**config.mk**
```make
export PLATFORM = sky130hd
export DESIGN_NAME = rect_fill_engine
export DESIGN_NICKNAME = d
export VERILOG_FILES = /design/src/rtl/rfe_pkg.sv /design/src/rtl/rfe_ctrl.sv /design/src/rtl/rfe_datapath.sv /design/src/rtl/rect_fill_engine.sv
export SDC_FILE = /design/constraint.sdc
export NUM_CORES = 1
export LEC_CHECK = 0
export CORE_MARGIN = 5
export CORE_UTILIZATION = 55
export CTS_CLUSTER_SIZE = 14
export DETAILED_ROUTE_END_ITERATION = 8
export DONT_BUFFER_PORTS = 1
export PLACE_DENSITY_LB_ADDON = 0.3
export REMOVE_ABC_BUFFERS = 1
export SYNTH_ARGS = -nofsm -noshare
export SYNTH_HDL_FRONTEND = slang
export SYNTH_SLANG_ARGS = --single-unit
```
**constraint.sdc**
```tcl
create_clock -name clk -period 3.14 [get_ports clk]
set_clock_uncertainty 0.1 [all_clocks]
set_input_delay 0.628 -clock clk [delete_from_list [all_inputs] [get_ports clk]]
set_output_delay 0.628 -clock clk [all_outputs]
set_load 0.03 [all_outputs]
```
**src/rtl/rfe_pkg.sv**
```systemverilog
package rfe_pkg;

  // Controller register numbers decoded by the panel controller
  localparam logic [7:0] REG_HWIN   = 8'h44;
  localparam logic [7:0] REG_VSTART = 8'h45;
  localparam logic [7:0] REG_VEND   = 8'h46;
  localparam logic [7:0] REG_CURX   = 8'h4E;
  localparam logic [7:0] REG_CURY   = 8'h4F;
  localparam logic [7:0] REG_PIXMEM = 8'h22;

  // Setup sequence: eleven beats, numbered 0..10
  localparam int SETUP_LAST = 10;
  localparam int STEP_W     = $clog2(SETUP_LAST + 1);

  typedef enum logic [1:0] {
    ST_IDLE,
    ST_SETUP,
    ST_STREAM,
    ST_REJECT
  } rfeState_t;

  typedef struct packed {
    logic load;       // capture command, restart step and pixel counts
    logic stepAdv;    // setup beat completed
    logic pixDec;     // pixel beat completed
    logic streaming;  // bus carries pixel data
  } rfeStrobe_t;

endpackage

```
**src/rtl/rfe_ctrl.sv**
```systemverilog
module rfe_ctrl
  import rfe_pkg::*;
(
  input  logic       clk,
  input  logic       rstN,
  input  logic       cmdValid,
  input  logic       cmdOk,
  input  logic       lastStep,
  input  logic       lastPix,
  input  logic       busReady,
  output logic       cmdReady,
  output logic       busValid,
  output logic       errPulse,
  output rfeStrobe_t strb
);

  rfeState_t stateQ, stateD;

  always_ff @(posedge clk or negedge rstN) begin
    if (!rstN) stateQ <= ST_IDLE;
    else       stateQ <= stateD;
  end

  always_comb begin
    stateD   = stateQ;
    strb     = '0;
    cmdReady = 1'b0;
    busValid = 1'b0;
    errPulse = 1'b0;
    case (stateQ)
      ST_IDLE: begin
        cmdReady = 1'b1;
        if (cmdValid) begin
          if (cmdOk) begin
            strb.load = 1'b1;
            stateD    = ST_SETUP;
          end else begin
            stateD = ST_REJECT;
          end
        end
      end
      ST_SETUP: begin
        busValid = 1'b1;
        if (busReady) begin
          strb.stepAdv = 1'b1;
          if (lastStep) stateD = ST_STREAM;
        end
      end
      ST_STREAM: begin
        busValid       = 1'b1;
        strb.streaming = 1'b1;
        if (busReady) begin
          strb.pixDec = 1'b1;
          if (lastPix) stateD = ST_IDLE;
        end
      end
      ST_REJECT: begin
        errPulse = 1'b1;
        stateD   = ST_IDLE;
      end
      default: stateD = ST_IDLE;
    endcase
  end

endmodule

```
**src/rtl/rfe_datapath.sv**
```systemverilog
module rfe_datapath
  import rfe_pkg::*;
#(
  parameter int PANEL_W = 240,
  parameter int PANEL_H = 320,
  parameter int COORD_W = 9,
  parameter int DATA_W  = 16
) (
  input  logic               clk,
  input  logic               rstN,
  input  rfeStrobe_t         strb,
  input  logic [COORD_W-1:0] cmdX1,
  input  logic [COORD_W-1:0] cmdY1,
  input  logic [COORD_W-1:0] cmdX2,
  input  logic [COORD_W-1:0] cmdY2,
  input  logic [DATA_W-1:0]  cmdColour,
  output logic               cmdOk,
  output logic               lastStep,
  output logic               lastPix,
  output logic               busIsIndex,
  output logic [DATA_W-1:0]  busData
);

  localparam int CNT_W = $clog2(PANEL_W * PANEL_H + 1);
  localparam logic [COORD_W-1:0] X_LIM = COORD_W'(PANEL_W);
  localparam logic [COORD_W-1:0] Y_LIM = COORD_W'(PANEL_H);

  logic [COORD_W-1:0] x1Q, y1Q, x2Q, y2Q;
  logic [DATA_W-1:0]  colourQ;
  logic [STEP_W-1:0]  stepQ;
  logic [CNT_W-1:0]   pixLeftQ;
  logic [CNT_W-1:0]   spanW, spanH, pixTotal;

  // Bounds check on the offered command
  assign cmdOk = (cmdX1 <= cmdX2) && (cmdY1 <= cmdY2) &&
                 (cmdX2 < X_LIM) && (cmdY2 < Y_LIM);

  // Covered pixel count, wide enough for a full panel
  assign spanW    = CNT_W'(cmdX2) - CNT_W'(cmdX1) + CNT_W'(1);
  assign spanH    = CNT_W'(cmdY2) - CNT_W'(cmdY1) + CNT_W'(1);
  assign pixTotal = spanW * spanH;

  always_ff @(posedge clk or negedge rstN) begin
    if (!rstN) begin
      x1Q      <= '0;
      y1Q      <= '0;
      x2Q      <= '0;
      y2Q      <= '0;
      colourQ  <= '0;
      stepQ    <= '0;
      pixLeftQ <= '0;
    end else if (strb.load) begin
      x1Q      <= cmdX1;
      y1Q      <= cmdY1;
      x2Q      <= cmdX2;
      y2Q      <= cmdY2;
      colourQ  <= cmdColour;
      stepQ    <= '0;
      pixLeftQ <= pixTotal;
    end else begin
      if (strb.stepAdv) stepQ    <= stepQ + STEP_W'(1);
      if (strb.pixDec)  pixLeftQ <= pixLeftQ - CNT_W'(1);
    end
  end

  assign lastStep = (stepQ == STEP_W'(SETUP_LAST));
  assign lastPix  = (pixLeftQ == CNT_W'(1));

  // Beat selection: even steps are index beats, odd steps their data
  always_comb begin
    busIsIndex = 1'b0;
    busData    = colourQ;
    if (!strb.streaming) begin
      busIsIndex = ~stepQ[0];
      case (stepQ)
        STEP_W'(0):  busData = DATA_W'(REG_HWIN);
        STEP_W'(1):  busData = DATA_W'({x2Q[7:0], x1Q[7:0]});
        STEP_W'(2):  busData = DATA_W'(REG_VSTART);
        STEP_W'(3):  busData = DATA_W'(y1Q);
        STEP_W'(4):  busData = DATA_W'(REG_VEND);
        STEP_W'(5):  busData = DATA_W'(y2Q);
        STEP_W'(6):  busData = DATA_W'(REG_CURX);
        STEP_W'(7):  busData = DATA_W'(x1Q);
        STEP_W'(8):  busData = DATA_W'(REG_CURY);
        STEP_W'(9):  busData = DATA_W'(y1Q);
        default:     busData = DATA_W'(REG_PIXMEM);
      endcase
    end
  end

endmodule

```
**src/rtl/rect_fill_engine.sv**
```systemverilog
module rect_fill_engine
  import rfe_pkg::*;
#(
  parameter int PANEL_W = 240,
  parameter int PANEL_H = 320,
  parameter int COORD_W = 9,
  parameter int DATA_W  = 16
) (
  input  logic               clk,
  input  logic               rstN,
  input  logic               cmdValid,
  output logic               cmdReady,
  input  logic [COORD_W-1:0] cmdX1,
  input  logic [COORD_W-1:0] cmdY1,
  input  logic [COORD_W-1:0] cmdX2,
  input  logic [COORD_W-1:0] cmdY2,
  input  logic [DATA_W-1:0]  cmdColour,
  output logic               errPulse,
  output logic               busValid,
  input  logic               busReady,
  output logic               busIsIndex,
  output logic [DATA_W-1:0]  busData
);

  rfeStrobe_t strb;
  logic cmdOk, lastStep, lastPix;

  rfe_ctrl uCtrl (
    .clk      (clk),
    .rstN     (rstN),
    .cmdValid (cmdValid),
    .cmdOk    (cmdOk),
    .lastStep (lastStep),
    .lastPix  (lastPix),
    .busReady (busReady),
    .cmdReady (cmdReady),
    .busValid (busValid),
    .errPulse (errPulse),
    .strb     (strb)
  );

  rfe_datapath #(
    .PANEL_W (PANEL_W),
    .PANEL_H (PANEL_H),
    .COORD_W (COORD_W),
    .DATA_W  (DATA_W)
  ) uDp (
    .clk        (clk),
    .rstN       (rstN),
    .strb       (strb),
    .cmdX1      (cmdX1),
    .cmdY1      (cmdY1),
    .cmdX2      (cmdX2),
    .cmdY2      (cmdY2),
    .cmdColour  (cmdColour),
    .cmdOk      (cmdOk),
    .lastStep   (lastStep),
    .lastPix    (lastPix),
    .busIsIndex (busIsIndex),
    .busData    (busData)
  );

endmodule

```
==> impl_metrics.json <==
{
  "fin_util_pct": 76.4,
  "ys_warn_count": 0,
  "fillers": 1051,
  "fp.dieW_um": 143,
  "start_kind": "input port",
  "hold_viol_final": 0,
  "worst_slack_ns": -4.49,
  "synthMostInstantiatedCell": "inv_1",
  "routed_via_density": 5.65,
  "synthTopCellsByCount": "193 x inv_1, 120 x nand2_1, 96 x fa_1",
  "dr_total_vias": 8673,
  "ys.flop_type": "dfrtp_1",
  "drt_wl_total_mm": 29.4,
  "track_usage_pct": 28.6,
  "first_global_vias": 9227,
  "io_buffers": 0,
  "cts_tree": "yes",
  "num_rows": 48,
  "grt_pass1_wl_mm": 46.3,
  "ctsLongestPathBuffers": 2,
  "synth_top_cell_by_area": "fa_1",
  "synth_area_leaders": "fa_1 20%, dfrtp_1 19%, ha_1 11%",
  "setup_violations": 15,
  "rsz0062_at_grt": "yes",
  "seq_area_um2": 1850,
  "htree_levels": 3,
  "run_status": "finished, violations left",
  "dr.pass1.iters": 5,
  "crit_fanout": 3,
  "endpoint_kind": "flip-flop",
  "ys_seq_area_share_pct": 19.2,
  "synthesis.instances": 1066,
  "final_nets": 1540,
  "cp_common_cell": "fa_1",
  "maxCapViolations": 0,
  "min_period_over_period_pct": 243,
  "worstMarginPinSlew_ns": 0.579,
  "initial_core_util_pct": 56.0,
  "ys_types": 90,
  "crit_arrival_ns": 7.80,
  "place_congestion": 0.898,
  "drive_gt1_share_pct": 37.2,
  "drt_iter0_drc": 623,
  "route.detailed.drc": 0,
  "min_period_ns": 7.63,
  "ios": 76,
  "synth-edff-count": 0,
  "postRouteAntennaNets": 0,
  "cts_buffers": 9,
  "area_growth_pct": 36.3,
  "wl_per_cell_um": 19.1,
  "cts_num_sinks": 74,
  "place_hpwl_mm": 20.3,
  "cts.clk_slew.worst_paths_ns": 0.07,
  "netlist.area_leader.share_pct": 19.9,
  "ys_ff_latch": 74,
  "report.final.slew_viol_count": 0,
  "die-area_um2": 20300,
  "required_ns": 3.31,
  "max-slew-margin-rel_pct": 61.1,
  "hold_path.class": "input port to asynchronous set/reset pin",
  "multi_input_area_um2": 7800,
  "synth-async-reset-ratio_pct": 100,
  "cts-root-buf": "clkbuf_16",
  "worst-setup-path-type": "input port to flip-flop",
  "grt_max_degree": 75,
  "clk_latency_ns": 0.35,
  "core_um2": 17200,
  "antenna_found_initial": 0,
  "die_h_um": 143,
  "crit_slowest_cell": "fa_1",
  "critPathMaxStageDelay_ns": 0.52,
  "violations": "setup timing",
  "gr-total-overflow": 0,
  "fmax_mhz": 131,
  "syn_area_um2": 9660,
  "syn_area_per_cell_um2": 9.06,
  "antenna_cells": 0
}
through the flow:
stage / cell area (µm²) / instances / hold slack, ns / setup WS (ns) / TNS, ns
final: 13200 / 1536 / 0.0581 / -4.49 / -42.19
after global routing: 13200 / 1536 / 0.0874 / -4.67 / -45.36
after CTS: 12800 / 1522 / 0.0779 / -4.19 / -39.60
after detailed placement: 11500 / 1479 / 0.234 / -5.24 / -72.47
after global placement: 11500 / 1479 / 0.234 / -5.14 / -65.51
after floorplan: 9490 / 1031 / 0.232 / -4.99 / -131.85
final timing paths:
path / cells past startpoint / slack (ns) / endpoint / startpoint
worst max-delay path: 31 / -4.49 / uDp.pixLeftQ[16]$_DFFE_PN0P_ / cmdX2[0]
worst min-delay path: 1 / 0.06 / uDp.colourQ[13]$_DFFE_PN0P_ / rstN
worst max register to register: 8 / 0.52 / uDp.pixLeftQ[14]$_DFFE_PN0P_ / uDp.pixLeftQ[3]$_DFFE_PN0P_
worst min register to register: 2 / 0.39 / uDp.y1Q[4]$_DFFE_PN0P_ / uDp.y1Q[4]$_DFFE_PN0P_
max in group asynchronous: 1 / 2.53 / uDp.stepQ[1]$_DFFE_PN0P_ / rstN
min in group clk: 1 / 0.26 / uDp.stepQ[0]$_DFFE_PN0P_ / cmdValid
layout by cell type, fill, tap and decap left out, drive strengths merged, types with 24 or more instances in the layout:
cell type    n
buf        264
xor2        24
inv        195
dfrtp       74
nor2        72
ha          82
a21oi       38
mux2        34
fa          96
nand2      120
xnor2       50
o21ai       49
timing repair:
action                     CTS  global route
setup buffers               28            15
hold endpoints to repair    74             0
resized for setup          170            49
setup endpoints to repair   60            64
hold buffers                 1             0
pin swaps                  112            56
gates cloned                 0             1
cell families (layout without fill, tap and decap cells):
kind of cell	after synthesis	in the layout	share of synthesized area [%]
XOR/XNOR	79	79	8.85
AO/OA/AOI/OAI	161	161	11.9
adder cells (fa/ha/maj)	178	178	30.5
multiplexers	38	38	4.38
buffers and inverters	229	474	9.25
AND/OR/NAND/NOR	307	307	15.9
flip-flops	74	74	19.2
worst max-delay path, delay by kind of cell:
| family | cells | cell delay [ns] |
|---|---|---|
| adder cells (fa/ha/maj) | 8 | 3.28 |
| AND/OR/NAND/NOR | 5 | 0.83 |
| buffers and inverters | 7 | 0.58 |
| XOR/XNOR | 6 | 1.16 |
| AO/OA/AOI/OAI | 5 | 1.34 |
sequential cells by signal, indices dropped and copies added (netlist names):
name and count:
uCtrl.stateQ 2, uDp.colourQ 16, uDp.pixLeftQ 17, uDp.stepQ 4, uDp.x1Q 9, uDp.x2Q 8
uDp.y1Q 9, uDp.y2Q 9
final cells by class:
class	instances	share of cell area, %
clock inverters	7	0.627
clock buffers	9	1.71
well taps	225	2.14
inverters	194	5.80
repair buffers	264	16.4
multi-input cells	763	59.2
flip-flops and latches	74	14.1
metal layers:
metal / part of all wire, % / wire length (µm) / global-route usage (%)
met1: 39 / 11500 / 36.4
met2: 51 / 15100 / 50.1
met3: 6.7 / 1960 / 4.23
met4: 3.0 / 873 / 9.35
met5: 0 / 0 / 0
Power is not shown: default switching activity piles up to over one toggle a cycle in this logic, so the estimate is an artifact.
